## config.mk

```make
export PLATFORM = sky130hd
export DESIGN_NAME = zq_sched
export DESIGN_NICKNAME = d
export VERILOG_FILES = /design/src/rtl/zq_pkg.sv /design/src/rtl/zq_entry_timers.sv /design/src/rtl/zq_pend_arb.sv /design/src/rtl/zq_sched.sv
export SDC_FILE = /design/constraint.sdc
export NUM_CORES = 1
export LEC_CHECK = 0
export BUFFER_PORTS_ARGS = -buffer_cell sky130_fd_sc_hd__buf_2
export CORE_ASPECT_RATIO = 2
export CORE_MARGIN = 1.5
export CORE_UTILIZATION = 50
export CTS_CLUSTER_DIAMETER = 50
export DETAILED_ROUTE_END_ITERATION = 12
export GPL_TIMING_DRIVEN = 1
export PLACE_DENSITY = 0.67
export SLEW_MARGIN = 25
export SYNTH_ARGS = -nofsm -noshare
export SYNTH_HDL_FRONTEND = slang
export SYNTH_SLANG_ARGS = --single-unit
```

## constraint.sdc

```tcl
create_clock -name clk -period 2.8 [get_ports clk]
set_clock_uncertainty 0.1 [all_clocks]
set_input_delay 0.28 -clock clk [delete_from_list [all_inputs] [get_ports clk]]
set_output_delay 0.28 -clock clk [all_outputs]
set_load 0.1 [all_outputs]
```

## src/rtl/zq_pkg.sv

```systemverilog
package zq_pkg;
  typedef enum logic [1:0] {
    ST_IDLE = 2'd0,
    ST_REQ  = 2'd1,
    ST_WIN  = 2'd2
  } zq_state_e;
endpackage

```

## src/rtl/zq_entry_timers.sv

```systemverilog
module zq_entry_timers #(
  parameter int NUM_RANKS     = 4,
  parameter int T_RP          = 5,
  parameter int T_XS          = 12,
  parameter int ZQCS_INTERVAL = 400
) (
  input  logic                 clk,
  input  logic                 rst_n,
  input  logic                 pre_issued,
  input  logic [NUM_RANKS-1:0] sr_exit,
  output logic                 trp_ok,
  output logic [NUM_RANKS-1:0] xs_ok,
  output logic                 per_tick
);
  localparam int RPW = $clog2(T_RP + 1);
  localparam int XSW = $clog2(T_XS + 1);
  localparam int PW  = $clog2(ZQCS_INTERVAL);

  // precharge-to-calibration timer, saturates at T_RP
  logic [RPW-1:0] rp_q, rp_d;
  logic           rp_en;

  always_comb begin
    rp_en = pre_issued || (rp_q != RPW'(T_RP));
    rp_d  = pre_issued ? '0 : rp_q + 1'b1;
  end

  always_ff @(posedge clk or negedge rst_n) begin
    if (!rst_n)     rp_q <= RPW'(T_RP);
    else if (rp_en) rp_q <= rp_d;
  end

  assign trp_ok = (rp_q == RPW'(T_RP)) && !pre_issued;

  // per-rank self-refresh exit delay
  for (genvar g = 0; g < NUM_RANKS; g++) begin : g_xs
    logic [XSW-1:0] xs_q, xs_d;
    logic           xs_en;

    always_comb begin
      xs_en = sr_exit[g] || (xs_q != '0);
      xs_d  = sr_exit[g] ? XSW'(T_XS) : xs_q - 1'b1;
    end

    always_ff @(posedge clk or negedge rst_n) begin
      if (!rst_n)     xs_q <= '0;
      else if (xs_en) xs_q <= xs_d;
    end

    assign xs_ok[g] = (xs_q == '0) && !sr_exit[g];
  end

  // periodic short-calibration counter
  logic [PW-1:0] per_q, per_d;

  assign per_tick = (per_q == '0);

  always_comb begin
    per_d = per_tick ? PW'(ZQCS_INTERVAL - 1) : per_q - 1'b1;
  end

  always_ff @(posedge clk or negedge rst_n) begin
    if (!rst_n) per_q <= PW'(ZQCS_INTERVAL - 1);
    else        per_q <= per_d;
  end
endmodule

```

## src/rtl/zq_pend_arb.sv

```systemverilog
module zq_pend_arb #(
  parameter int NUM_RANKS = 4,
  parameter int RANK_W    = (NUM_RANKS > 1) ? $clog2(NUM_RANKS) : 1
) (
  input  logic                 clk,
  input  logic                 rst_n,
  input  logic [NUM_RANKS-1:0] set_long,
  input  logic                 set_short,
  input  logic                 take_sel,
  output logic                 any_pend,
  output logic [RANK_W-1:0]    sel_rank,
  output logic                 sel_long,
  output logic                 sel_first
);
  logic [NUM_RANKS-1:0] long_q, long_d;
  logic [NUM_RANKS-1:0] short_q, short_d;
  logic [NUM_RANKS-1:0] done_q, done_d;
  logic [NUM_RANKS-1:0] pend, clr_vec;

  assign pend     = long_q | short_q;
  assign any_pend = |pend;

  // lowest pending rank wins
  always_comb begin
    sel_rank = '0;
    for (int i = NUM_RANKS - 1; i >= 0; i--) begin
      if (pend[i]) sel_rank = RANK_W'(i);
    end
  end

  assign sel_long  = long_q[sel_rank];
  assign sel_first = !done_q[sel_rank];

  // clear on issue first, new requests win over the clear
  always_comb begin
    clr_vec = '0;
    if (take_sel) clr_vec[sel_rank] = 1'b1;
    long_d  = (long_q & ~(clr_vec & {NUM_RANKS{sel_long}})) | set_long;
    short_d = (short_q & ~clr_vec) | {NUM_RANKS{set_short}};
    done_d  = done_q | (clr_vec & {NUM_RANKS{sel_long}});
  end

  always_ff @(posedge clk or negedge rst_n) begin
    if (!rst_n) begin
      long_q  <= '1;
      short_q <= '0;
      done_q  <= '0;
    end else begin
      long_q  <= long_d;
      short_q <= short_d;
      done_q  <= done_d;
    end
  end
endmodule

```

## src/rtl/zq_sched.sv

```systemverilog
module zq_sched
  import zq_pkg::*;
#(
  parameter int NUM_RANKS     = 4,
  parameter int T_ZQINIT      = 64,
  parameter int T_ZQOPER      = 32,
  parameter int T_ZQCS        = 8,
  parameter int T_RP          = 5,
  parameter int T_XS          = 12,
  parameter int ZQCS_INTERVAL = 400,
  parameter int RANK_W        = (NUM_RANKS > 1) ? $clog2(NUM_RANKS) : 1
) (
  input  logic                 clk,
  input  logic                 rst_n,
  input  logic                 chan_gnt,
  input  logic                 all_banks_idle,
  input  logic                 pre_issued,
  input  logic [NUM_RANKS-1:0] sr_exit,
  output logic                 chan_req,
  output logic                 zq_busy,
  output logic                 zq_cmd_valid,
  output logic                 zq_cmd_a10,
  output logic [RANK_W-1:0]    zq_cmd_rank,
  output logic                 cke_hold,
  output logic                 odt_off
);
  localparam int MAX_A = (T_ZQINIT > T_ZQOPER) ? T_ZQINIT : T_ZQOPER;
  localparam int MAX_W = (MAX_A > T_ZQCS) ? MAX_A : T_ZQCS;
  localparam int WW    = $clog2(MAX_W + 1);

  logic                 trp_ok, per_tick;
  logic [NUM_RANKS-1:0] xs_ok;
  logic                 any_pend, sel_long, sel_first;
  logic [RANK_W-1:0]    sel_rank;
  logic                 go;

  zq_entry_timers #(
    .NUM_RANKS(NUM_RANKS), .T_RP(T_RP), .T_XS(T_XS), .ZQCS_INTERVAL(ZQCS_INTERVAL)
  ) u_timers (
    .clk(clk), .rst_n(rst_n), .pre_issued(pre_issued), .sr_exit(sr_exit),
    .trp_ok(trp_ok), .xs_ok(xs_ok), .per_tick(per_tick)
  );

  zq_pend_arb #(.NUM_RANKS(NUM_RANKS), .RANK_W(RANK_W)) u_arb (
    .clk(clk), .rst_n(rst_n), .set_long(sr_exit), .set_short(per_tick),
    .take_sel(go), .any_pend(any_pend), .sel_rank(sel_rank),
    .sel_long(sel_long), .sel_first(sel_first)
  );

  zq_state_e      state_q, state_d;
  logic [WW-1:0]  cnt_q, cnt_d, win_len;
  logic           cnt_en;
  logic           cmd_q, a10_q, hold_q;
  logic [RANK_W-1:0] rank_q;

  always_comb begin
    if (!sel_long)     win_len = WW'(T_ZQCS);
    else if (sel_first) win_len = WW'(T_ZQINIT);
    else               win_len = WW'(T_ZQOPER);
  end

  always_comb begin
    state_d = state_q;
    cnt_d   = cnt_q;
    cnt_en  = 1'b0;
    go      = 1'b0;
    case (state_q)
      ST_IDLE: if (any_pend) state_d = ST_REQ;
      ST_REQ: begin
        if (any_pend && chan_gnt && all_banks_idle && trp_ok && xs_ok[sel_rank]) begin
          go      = 1'b1;
          state_d = ST_WIN;
          cnt_d   = win_len;
          cnt_en  = 1'b1;
        end
      end
      ST_WIN: begin
        if (cnt_q == '0) begin
          state_d = ST_IDLE;
        end else begin
          cnt_d  = cnt_q - 1'b1;
          cnt_en = 1'b1;
        end
      end
      default: state_d = ST_IDLE;
    endcase
  end

  always_ff @(posedge clk or negedge rst_n) begin
    if (!rst_n) begin
      state_q <= ST_IDLE;
      cnt_q   <= '0;
      cmd_q   <= 1'b0;
      a10_q   <= 1'b0;
      rank_q  <= '0;
      hold_q  <= 1'b0;
    end else begin
      state_q <= state_d;
      if (cnt_en) cnt_q <= cnt_d;
      cmd_q   <= go;
      hold_q  <= (state_d == ST_WIN);
      if (go) begin
        a10_q  <= sel_long;
        rank_q <= sel_rank;
      end
    end
  end

  assign chan_req     = (state_q != ST_IDLE);
  assign zq_busy      = (state_q == ST_WIN);
  assign zq_cmd_valid = cmd_q;
  assign zq_cmd_a10   = a10_q;
  assign zq_cmd_rank  = rank_q;
  assign cke_hold     = hold_q;
  assign odt_off      = hold_q;
endmodule

```

==> results.json, run 1 <==
{
  "postRouteAntennaNets": 0,
  "worstReg2RegEnd": "cnt_q[4]",
  "global_route.overflow_total": 0,
  "post_syn_area_mm2": 0.002784,
  "root_buffer": "sky130_fd_sc_hd__clkbuf_8",
  "via_total_after_detailed_routing": 2095,
  "floorplan.io_pins": 17,
  "critPathKind": "flop to flop",
  "hold-path-cell-count": 2,
  "maxcap_viol_count": 0,
  "core_mm2": 0.005373,
  "seqCellArea_mm2": 0.001366,
  "timing.max_slew.rel_slack": 0.5426,
  "async_flop_share": 1.000,
  "post-synth-top-area-cell": "sky130_fd_sc_hd__dfrtp_1",
  "critical_path.startpoint_type": "flop",
  "grt_first_pass_wirelength_mm": 9.742,
  "max_slew.worst_pin.slew_ps": 686.1,
  "layout.nets": 325,
  "period_share": 0.8645,
  "detailed_place_hpwl_mm": 4.102,
  "cp_num_cells": 8,
  "ys_dominant_reg_cell": "sky130_fd_sc_hd__dfrtp_1",
  "grt_max_degree": 55,
  "drt-wirelength-per-cell_um": 15.16,
  "height_of_the_die_um": 108.5,
  "fp.dieW_um": 55.76,
  "rr_startpoint": "u_timers.g_xs[0].xs_q[0]",
  "postSynthAreaPerCell_um2": 10.16,
  "layout_min_cycle_time_ps": 2421,
  "maximum_buffer_depth_of_the_clock_tree": 2,
  "worst_path_largest_cell_delay_ps": 420,
  "fmaxAchievable_mhz": 413.1,
  "ys_seq_elements": 54,
  "multi_input_comb_area_mm2": 0.001296,
  "drt_drc_violations_left": 0,
  "route.met3.wl_um": 143,
  "synth_seq_area_share": 0.4908,
  "min_from": "pre_issued",
  "number_of_flops_mapped_to_enable_cells_by_yosys": 0,
  "dpl_cell_area_mm2": 0.002957,
  "crit_buf_inv": 1,
  "endpoint_kind": "flop",
  "start_util": 0.5182,
  "postSynthNetCount": 299,
  "crit_chain": "inv_1 -> ha_1 -> or3b_4 -> o22ai_1 -> o32a_1 -> a31o_1 -> nand3_1 -> a22o_1",
  "die_area_mm2": 0.006051,
  "number_of_global_route_vias_before_repair": 2145,
  "area_growth_pct": 10.65,
  "layout_commonest_cell": "sky130_fd_sc_hd__dfrtp_1",
  "diodes": 0,
  "setup_viol_count_final": 0,
  "wl_met2_mm": 3.108,
  "first_pass_iters": 4,
  "post_detailed_route_via_to_cell_ratio": 5.803,
  "final.setup.tns_ps": 0,
  "gp_routability_congestion": 0.8692,
  "detail_route.wirelength.met1_mm": 2.077,
  "min_to": "u_timers.rp_q[0]",
  "crit_arrival_ps": 2540,
  "routed.top_layer": "met4",
  "postCtsSetupRepairBufs": 0,
  "number_of_antenna_violations_at_the_first_check_in_global_routing": 0,
  "post_synth_main_area_contributors": "sky130_fd_sc_hd__dfrtp_1 (38%), sky130_fd_sc_hd__dfstp_2 (11%), sky130_fd_sc_hd__ha_1 (7.2%)",
  "p_leak_nw": 1.385,
  "cts_tree": "yes",
  "fillerInstances": 483,
  "clock_insertion_delay_worst_skew_ps": 320,
  "global_route.usage.total": 0.2077,
  "synth_top_cell_area_share": 0.3775,
  "power.total_w": 0.001864,
  "timing.critical_path.required_ps": 2920,
  "max-vdd-ir-drop_uv": 597.9,
  "io_buffers": 16,
  "overall_routed_net_length_mm": 5.473,
  "synthDistinctLibCells": 53,
  "timing.critical_path.slowest_stage_cell": "sky130_fd_sc_hd__or3b_4",
  "cts_num_sinks": 54,
  "utilization": 0.5734,
  "timing.reg2reg.setup_slack_ps": 380,
  "timing.critical_path.fanout_max": 9,
  "cts.clk_slew.worst_paths_ps": 100,
  "finalHoldViolations": 0,
  "cts_htree_levels": 2,
  "grt_setup_unrepaired": "no",
  "synth.yosys.warnings": 0,
  "timing.hold.ws_ps": 32.61,
  "layout.cells.most_common_list": "sky130_fd_sc_hd__dfrtp_1 (42), sky130_fd_sc_hd__nor2_1 (30), sky130_fd_sc_hd__inv_1 (26)",
  "proportion_of_layout_cells_with_a_drive_suffix_above_1": 0.1993,
  "r2r_cells": 8,
  "drv_slew": 0,
  "power_density_mw_per_mm2": 605.2,
  "drt_iter0_markers": 43,
  "finish.instance_area_mm2": 0.003080,
  "hold_class": "input port to flop",
  "timing.critical_path.max_delay_family": "compound AO/OA/AOI/OAI gates",
  "tritoncts.num_buffers": 5,
  "synthesized_instance_count": 274,
  "fp-row-count": 38,
  "status": "completed"
}
==> per-layer routing <==
layer | up-vias | track usage
met3 | 9 | 0.03708
met5 | - | 0
met1 | 1040 | 0.2166
li1 | 1017 | -
met4 | 0 | 0.08885
met2 | 29 | 0.3971
==> power by group <==
part	leakage, nW	internal [W]	switching (W)
Clock	0.0504	0.000266	0.000260
Combinational	0.715	0.000153	0.000284
Sequential	0.620	0.000844	0.0000580
Total	1.38	0.00126	0.000602
==> cells by family (layout without fill, tap and decap cells) <==
logic type	Yosys count	count (layout)	synth area share
multiplexers	2	2	0.007640
buffers and inverters	30	57	0.04449
adder cells (fa/ha/maj)	16	16	0.07191
flip-flops	54	54	0.4908
AO/OA/AOI/OAI	64	64	0.1658
AND/OR/NAND/NOR	98	98	0.1879
XOR/XNOR	10	10	0.03146
==> layout make-up <==
cell class / instances / area share
Timing Repair Buffer: 22 / 0.04143
Inverter: 27 / 0.03290
Tap cell: 60 / 0.02437
Clock inverter: 3 / 0.01462
Sequential cell: 54 / 0.4435
Multi-Input combinational cell: 190 / 0.4208
Clock buffer: 5 / 0.02234
==> worst reg2reg max path, cell delays in order (launching register included) <==
cell	delay (ps)
sky130_fd_sc_hd__dfrtp_1	410
sky130_fd_sc_hd__inv_1	90
sky130_fd_sc_hd__ha_1	180
sky130_fd_sc_hd__or3b_4	420
sky130_fd_sc_hd__o22ai_1	140
sky130_fd_sc_hd__o32a_1	240
sky130_fd_sc_hd__a31o_1	370
sky130_fd_sc_hd__nand3_1	120
sky130_fd_sc_hd__a22o_1	240
==> worst max-delay path by stage <==
stage	start	endpoint
after floorplan	state_q[0]	cnt_q[4]
after global placement	u_timers.g_xs[2].xs_q[0]	cnt_q[1]
after detailed placement	u_timers.g_xs[2].xs_q[1]	cnt_q[4]
after CTS	u_timers.g_xs[0].xs_q[0]	cnt_q[4]
after global routing	u_timers.g_xs[0].xs_q[0]	cnt_q[4]
final	u_timers.g_xs[0].xs_q[0]	cnt_q[4]
==> sequential cells by signal (all words and copies together), names as in the netlist <==
signal,flops
cnt_q,7
u_arb.done_q,4
u_timers.per_q,9
zq_cmd_valid,1
cke_hold,1
u_timers.rp_q,3
zq_cmd_rank,2
zq_cmd_a10,1
u_timers.g_xs.xs_q,16
u_arb.long_q,4
u_arb.short_q,4
state_q,2
==> synthesized netlist by cell type (2+ instances only) <==
library cell               instances
sky130_fd_sc_hd__xor2_1            3
sky130_fd_sc_hd__a31o_2            4
sky130_fd_sc_hd__a211o_1           4
sky130_fd_sc_hd__nor3_1            8
sky130_fd_sc_hd__nand2b_1          2
sky130_fd_sc_hd__and2_1            2
sky130_fd_sc_hd__a31oi_1           7
sky130_fd_sc_hd__a21o_1            5
sky130_fd_sc_hd__o21ai_0           4
sky130_fd_sc_hd__nand2_1          25
sky130_fd_sc_hd__nor4_1            2
sky130_fd_sc_hd__nand3_1           6
sky130_fd_sc_hd__o31ai_1           7
sky130_fd_sc_hd__or3_1             5
sky130_fd_sc_hd__inv_1            26
sky130_fd_sc_hd__nor2_1           30
sky130_fd_sc_hd__a211oi_1          6
sky130_fd_sc_hd__xnor2_1           7
sky130_fd_sc_hd__dfrtp_1          42
sky130_fd_sc_hd__dfstp_2          12
sky130_fd_sc_hd__a22o_1            2
sky130_fd_sc_hd__o22ai_1           3
sky130_fd_sc_hd__ha_1             16
sky130_fd_sc_hd__nor2b_1           4
sky130_fd_sc_hd__a21oi_1          13
sky130_fd_sc_hd__or3b_4            2
==> per-stage QoR <==
stage               worst slack (ps)  std cells
floorplan                      328.8        274
global placement               451.1        352
detailed placement             396.6        352
CTS                            378.8        361
global route                   202.9        361
finish                         379.3        361
==> what timing repair did <==
action,in CTS,in global routing
hold buffers,1,0
setup endpoints to repair,0,0
endpoints found under the hold margin,19,0
gates resized for setup,0,0
(Power assumes the default switching activity.)
==> run 2: changes to the inputs <==
CORE_ASPECT_RATIO = 0.7   (was 2)
==> results.json, run 2 (same netlist as run 1, synthesis figures left out) <==
{
  "status": "completed",
  "critical_path.startpoint_type": "flop",
  "timing.critical_path.max_delay_family": "compound AO/OA/AOI/OAI gates",
  "first_pass_iters": 4,
  "cts.clk_slew.worst_paths_ps": 90,
  "max-vdd-ir-drop_uv": 219.2,
  "postRouteAntennaNets": 0,
  "power.total_w": 0.001744,
  "clock_insertion_delay_worst_skew_ps": 300,
  "power_density_mw_per_mm2": 567.3,
  "finalHoldViolations": 0,
  "floorplan.io_pins": 17,
  "period_share": 0.8616,
  "fmaxAchievable_mhz": 414.5,
  "drt_drc_violations_left": 0,
  "drv_slew": 0,
  "maximum_buffer_depth_of_the_clock_tree": 2,
  "global_route.usage.total": 0.1834,
  "tritoncts.num_buffers": 5,
  "cts_tree": "yes",
  "post_cts.resized_instances": 0,
  "fillerInstances": 454,
  "drt-wirelength-per-cell_um": 13.30,
  "start_util": 0.5240,
  "detailed_place_hpwl_mm": 3.710,
  "crit_arrival_ps": 2500,
  "layout_commonest_cell": "sky130_fd_sc_hd__dfrtp_1",
  "timing.critical_path.required_ps": 2880,
  "die_area_mm2": 0.006032,
  "grt_max_degree": 39,
  "timing.critical_path.slowest_stage_cell": "sky130_fd_sc_hd__dfrtp_1",
  "multi_input_comb_area_mm2": 0.001296,
  "largest_register_ff_count": 16,
  "post_detailed_route_via_to_cell_ratio": 5.453,
  "layout.cells.most_common_list": "sky130_fd_sc_hd__dfrtp_1 (42), sky130_fd_sc_hd__nor2_1 (30), sky130_fd_sc_hd__inv_1 (26)",
  "setup_viol_count_final": 0,
  "core_mm2": 0.005313,
  "cts_num_sinks": 54,
  "worst_path_largest_cell_delay_ps": 410,
  "layout.nets": 325,
  "drt_iter0_markers": 139,
  "seqCellArea_mm2": 0.001366,
  "fp.dieW_um": 92.19,
  "global_route.overflow_total": 0,
  "cts_htree_levels": 2,
  "crit_chain": "inv_1 -> ha_1 -> or3b_4 -> o22ai_1 -> o32a_1 -> a31o_1 -> and3_4 -> mux2i_1",
  "layout_min_cycle_time_ps": 2412,
  "p_leak_nw": 1.379,
  "maxcap_viol_count": 0,
  "timing.critical_path.fanout_max": 9,
  "height_of_the_die_um": 65.43,
  "final.setup.tns_ps": 0,
  "number_of_antenna_violations_at_the_first_check_in_global_routing": 0,
  "grt_first_pass_wirelength_mm": 8.590,
  "gp_routability_congestion": 0.8079,
  "crit_buf_inv": 1,
  "endpoint_kind": "flop",
  "grt_setup_unrepaired": "no",
  "timing.max_slew.rel_slack": 0.6466,
  "hold_class": "input port to flop",
  "max_slew.worst_pin.slew_ps": 525.7,
  "largest-register": "u_timers.g_xs.xs_q",
  "diodes": 0,
  "io_buffers": 16,
  "largest_registers": "u_timers.g_xs.xs_q (16), u_timers.per_q (9), cnt_q (7)",
  "area_growth_pct": 10.43,
  "number_of_global_route_vias_before_repair": 1854,
  "critPathKind": "flop to flop",
  "via_total_after_detailed_routing": 2034,
  "root_buffer": "sky130_fd_sc_hd__clkbuf_8",
  "overall_routed_net_length_mm": 4.960,
  "proportion_of_layout_cells_with_a_drive_suffix_above_1": 0.1894,
  "fp-row-count": 22
}
[run 2: report_power, final]
| part | switching (W) | internal, W |
|---|---|---|
| Clock | 0.000236 | 0.000178 |
| Sequential | 0.0000555 | 0.000844 |
| Combinational | 0.000276 | 0.000154 |
[run 2: worst paths after layout]
| path | from | end | slack (ps) | cells past startpoint |
|---|---|---|---|---|
| worst min register to register | u_arb.done_q[0] | u_arb.done_q[0] | 350 | 2 |
| min in group asynchronous | rst_n | zq_cmd_rank[1] | 320 | 2 |
| worst min-delay path | pre_issued | u_timers.rp_q[0] | 40 | 2 |
| max in group asynchronous | rst_n | u_timers.per_q[8] | 1680 | 3 |
| worst max-delay path | u_timers.g_xs[0].xs_q[0] | cnt_q[0] | 390 | 8 |
| worst max register to register | u_timers.g_xs[0].xs_q[0] | cnt_q[0] | 390 | 8 |
[run 2: area by class of cell]
cell class | instances | area share
sequential | 54 | 0.4444
clock buffer | 8 | 0.02605
multi-input combinational | 190 | 0.4217
timing repair buffer | 22 | 0.04558
inverter | 27 | 0.03297
tap | 72 | 0.02930
[run 2: what timing repair did]
item / CTS / global route
hold buffers: 1 / 0
endpoints found under the hold margin: 14 / 0
endpoints found under the setup margin: 0 / 0
buffers inserted: 0 / 0
[run 2: metrics by stage]
| stage | hold slack (ps) | cell area, um^2 | instances | worst slack (ps) | util |
|---|---|---|---|---|---|
| final | 36.62 | 3074 | 373 | 387.6 | 0.5787 |
| after global routing | 28.65 | 3074 | 373 | 224.1 | 0.5787 |
| after CTS | 27.91 | 3074 | 373 | 393.5 | 0.5787 |
| after detailed placement | 127.4 | 2984 | 364 | 407.9 | 0.5617 |
| after global placement | 126.4 | 2984 | 364 | 452.3 | 0.5617 |
| after floorplan | -115.6 | 2786 | 274 | 328.8 | - |
[run 2: per-layer routing]
layer | wire [um] | global-route usage | vias to the layer above | part of all wire
li1 | - | - | 1019 | -
met1 | 2708 | 0.2827 | 961 | 0.55
met2 | 1980 | 0.2472 | 52 | 0.40
met3 | 245 | 0.04977 | 2 | 0.049
met4 | 25 | 0.05385 | 0 | 0.0050
met5 | 0 | 0 | - | 0
==> run 3: changes to the inputs <==
PLACE_DENSITY = 0.71   (was 0.67)
==> results.json, run 3 (same netlist as run 1, synthesis figures left out) <==
{
  "first_pass_iters": 6,
  "crit_arrival_ps": 2460,
  "drt_drc_violations_left": 0,
  "die_area_mm2": 0.006032,
  "layout.nets": 322,
  "layout.cells.most_common_list": "sky130_fd_sc_hd__dfrtp_1 (42), sky130_fd_sc_hd__nor2_1 (30), sky130_fd_sc_hd__inv_1 (26)",
  "io_buffers": 16,
  "gp_routability_congestion": 0.8650,
  "core_mm2": 0.005313,
  "worst_path_largest_cell_delay_ps": 420,
  "clock_insertion_delay_worst_skew_ps": 310,
  "height_of_the_die_um": 65.43,
  "proportion_of_layout_cells_with_a_drive_suffix_above_1": 0.1879,
  "postRouteAntennaNets": 0,
  "largest_registers": "u_timers.g_xs.xs_q (16), u_timers.per_q (9), cnt_q (7)",
  "floorplan.io_pins": 17,
  "global_route.usage.total": 0.1931,
  "maximum_buffer_depth_of_the_clock_tree": 2,
  "tritoncts.num_buffers": 5,
  "endpoint_kind": "flop",
  "timing.critical_path.max_delay_family": "simple AND/OR/NAND/NOR gates",
  "post_detailed_route_via_to_cell_ratio": 5.543,
  "fp-row-count": 22,
  "detailed_place_hpwl_mm": 3.877,
  "layout_commonest_cell": "sky130_fd_sc_hd__dfrtp_1",
  "cts.clk_slew.worst_paths_ps": 100,
  "cts_tree": "yes",
  "fmaxAchievable_mhz": 416.7,
  "drt_iter0_markers": 113,
  "postCtsSetupRepairBufs": 0,
  "fillerInstances": 463,
  "crit_chain": "inv_1 -> ha_1 -> or3b_4 -> o22ai_1 -> o32a_1 -> nand4_4 -> inv_2 -> and2_2 -> a31oi_1",
  "maxcap_viol_count": 0,
  "area_growth_pct": 10.92,
  "largest_register_ff_count": 16,
  "layout_setup_ws_ps": 400.3,
  "status": "completed",
  "drv_slew": 0,
  "power_density_mw_per_mm2": 605.7,
  "overall_routed_net_length_mm": 5.170,
  "global_route.overflow_total": 0,
  "final.setup.tns_ps": 0,
  "cts_htree_levels": 2,
  "critical_path.startpoint_type": "flop",
  "via_total_after_detailed_routing": 2051,
  "drt-wirelength-per-cell_um": 13.97,
  "p_leak_nw": 1.382,
  "fp.dieW_um": 92.19,
  "cts_num_sinks": 54,
  "grt_max_degree": 33,
  "timing.critical_path.fanout_max": 8,
  "setup_viol_count_final": 0,
  "max_slew.worst_pin.slew_ps": 794.9,
  "period_share": 0.8570,
  "largest-register": "u_timers.g_xs.xs_q",
  "grt_first_pass_wirelength_mm": 9.080,
  "root_buffer": "sky130_fd_sc_hd__clkbuf_8",
  "timing.critical_path.required_ps": 2860,
  "diodes": 0,
  "number_of_antenna_violations_at_the_first_check_in_global_routing": 0,
  "grt_setup_unrepaired": "no",
  "finalHoldViolations": 0,
  "layout_min_cycle_time_ps": 2400,
  "start_util": 0.5240,
  "max-vdd-ir-drop_uv": 217.0,
  "number_of_global_route_vias_before_repair": 1929,
  "dp_worst_setup_slack_ps": 413.2,
  "timing.critical_path.slowest_stage_cell": "sky130_fd_sc_hd__dfrtp_1",
  "timing.max_slew.rel_slack": 0.4651,
  "crit_buf_inv": 2,
  "hold_class": "input port to flop",
  "critPathKind": "flop to flop"
}
## run 3: power by group
group	internal (W)	leakage [nW]	switching [W]
Clock	0.000292	0.0585	0.000249
Combinational	0.000154	0.704	0.000275
Sequential	0.000844	0.620	0.0000563
Total	0.00129	1.38	0.000581
## run 3: layout make-up
class / count / area [um^2] / share of cell area
Clock buffer: 7 / 86.33 / 0.02796
Clock inverter: 1 / 30.03 / 0.009724
Inverter: 27 / 101.3 / 0.03282
Multi-Input combinational cell: 190 / 1296 / 0.4198
Sequential cell: 54 / 1366 / 0.4425
Tap cell: 72 / 90.09 / 0.02917
Timing Repair Buffer: 19 / 117.6 / 0.03809
## run 3: per-layer routing
layer,share of wire,track usage,vias up,wire length (um)
met5,0,0,-,0
met4,0.0095,0.06923,0,49
met3,0.040,0.03819,5,208
met2,0.42,0.2796,39,2157
met1,0.53,0.2864,999,2754
li1,-,-,1008,-
## run 3: worst paths after layout
check	startpoint	end	slack [ps]	cells after the start
worst max-delay path	u_timers.g_xs[0].xs_q[0]	u_arb.short_q[3]	400	9
worst min-delay path	pre_issued	u_timers.rp_q[0]	20	2
worst max register to register	u_timers.g_xs[0].xs_q[0]	u_arb.short_q[3]	400	9
worst min register to register	u_timers.per_q[0]	u_timers.per_q[0]	370	1
max in group asynchronous	rst_n	u_timers.per_q[8]	1590	3
min in group asynchronous	rst_n	u_timers.g_xs[0].xs_q[2]	370	2
## run 3: worst register-to-register path, cell delays in order (launching register included)
cell                      delay, ps
sky130_fd_sc_hd__dfrtp_1        420
sky130_fd_sc_hd__inv_1           90
sky130_fd_sc_hd__ha_1           170
sky130_fd_sc_hd__or3b_4         420
sky130_fd_sc_hd__o22ai_1        130
sky130_fd_sc_hd__o32a_1         240
sky130_fd_sc_hd__nand4_4        170
sky130_fd_sc_hd__inv_2          190
sky130_fd_sc_hd__and2_2         220
sky130_fd_sc_hd__a31oi_1        100
## run 3: timing repair
| action | CTS | global route |
|---|---|---|
| resized for setup | 0 | 0 |
| endpoints found under the hold margin | 20 | 0 |
| hold buffers | 1 | 0 |
## run 3: metrics by stage
stage / hold WS (ps) / std cells / area (um^2) / utilization / total power [W]
6_report: 24.74 / 370 / 3088 / 0.5813 / 0.001870
5_1_grt: 28.68 / 370 / 3088 / 0.5813 / 0.001977
4_1_cts: 18.20 / 370 / 3088 / 0.5813 / 0.001886
3_5_place_dp: 200.2 / 361 / 2962 / 0.5575 / 0.001344
3_3_place_gp: 197.0 / 361 / 2962 / 0.5575 / 0.001334
2_1_floorplan: -115.6 / 274 / 2786 / - / 0.001250
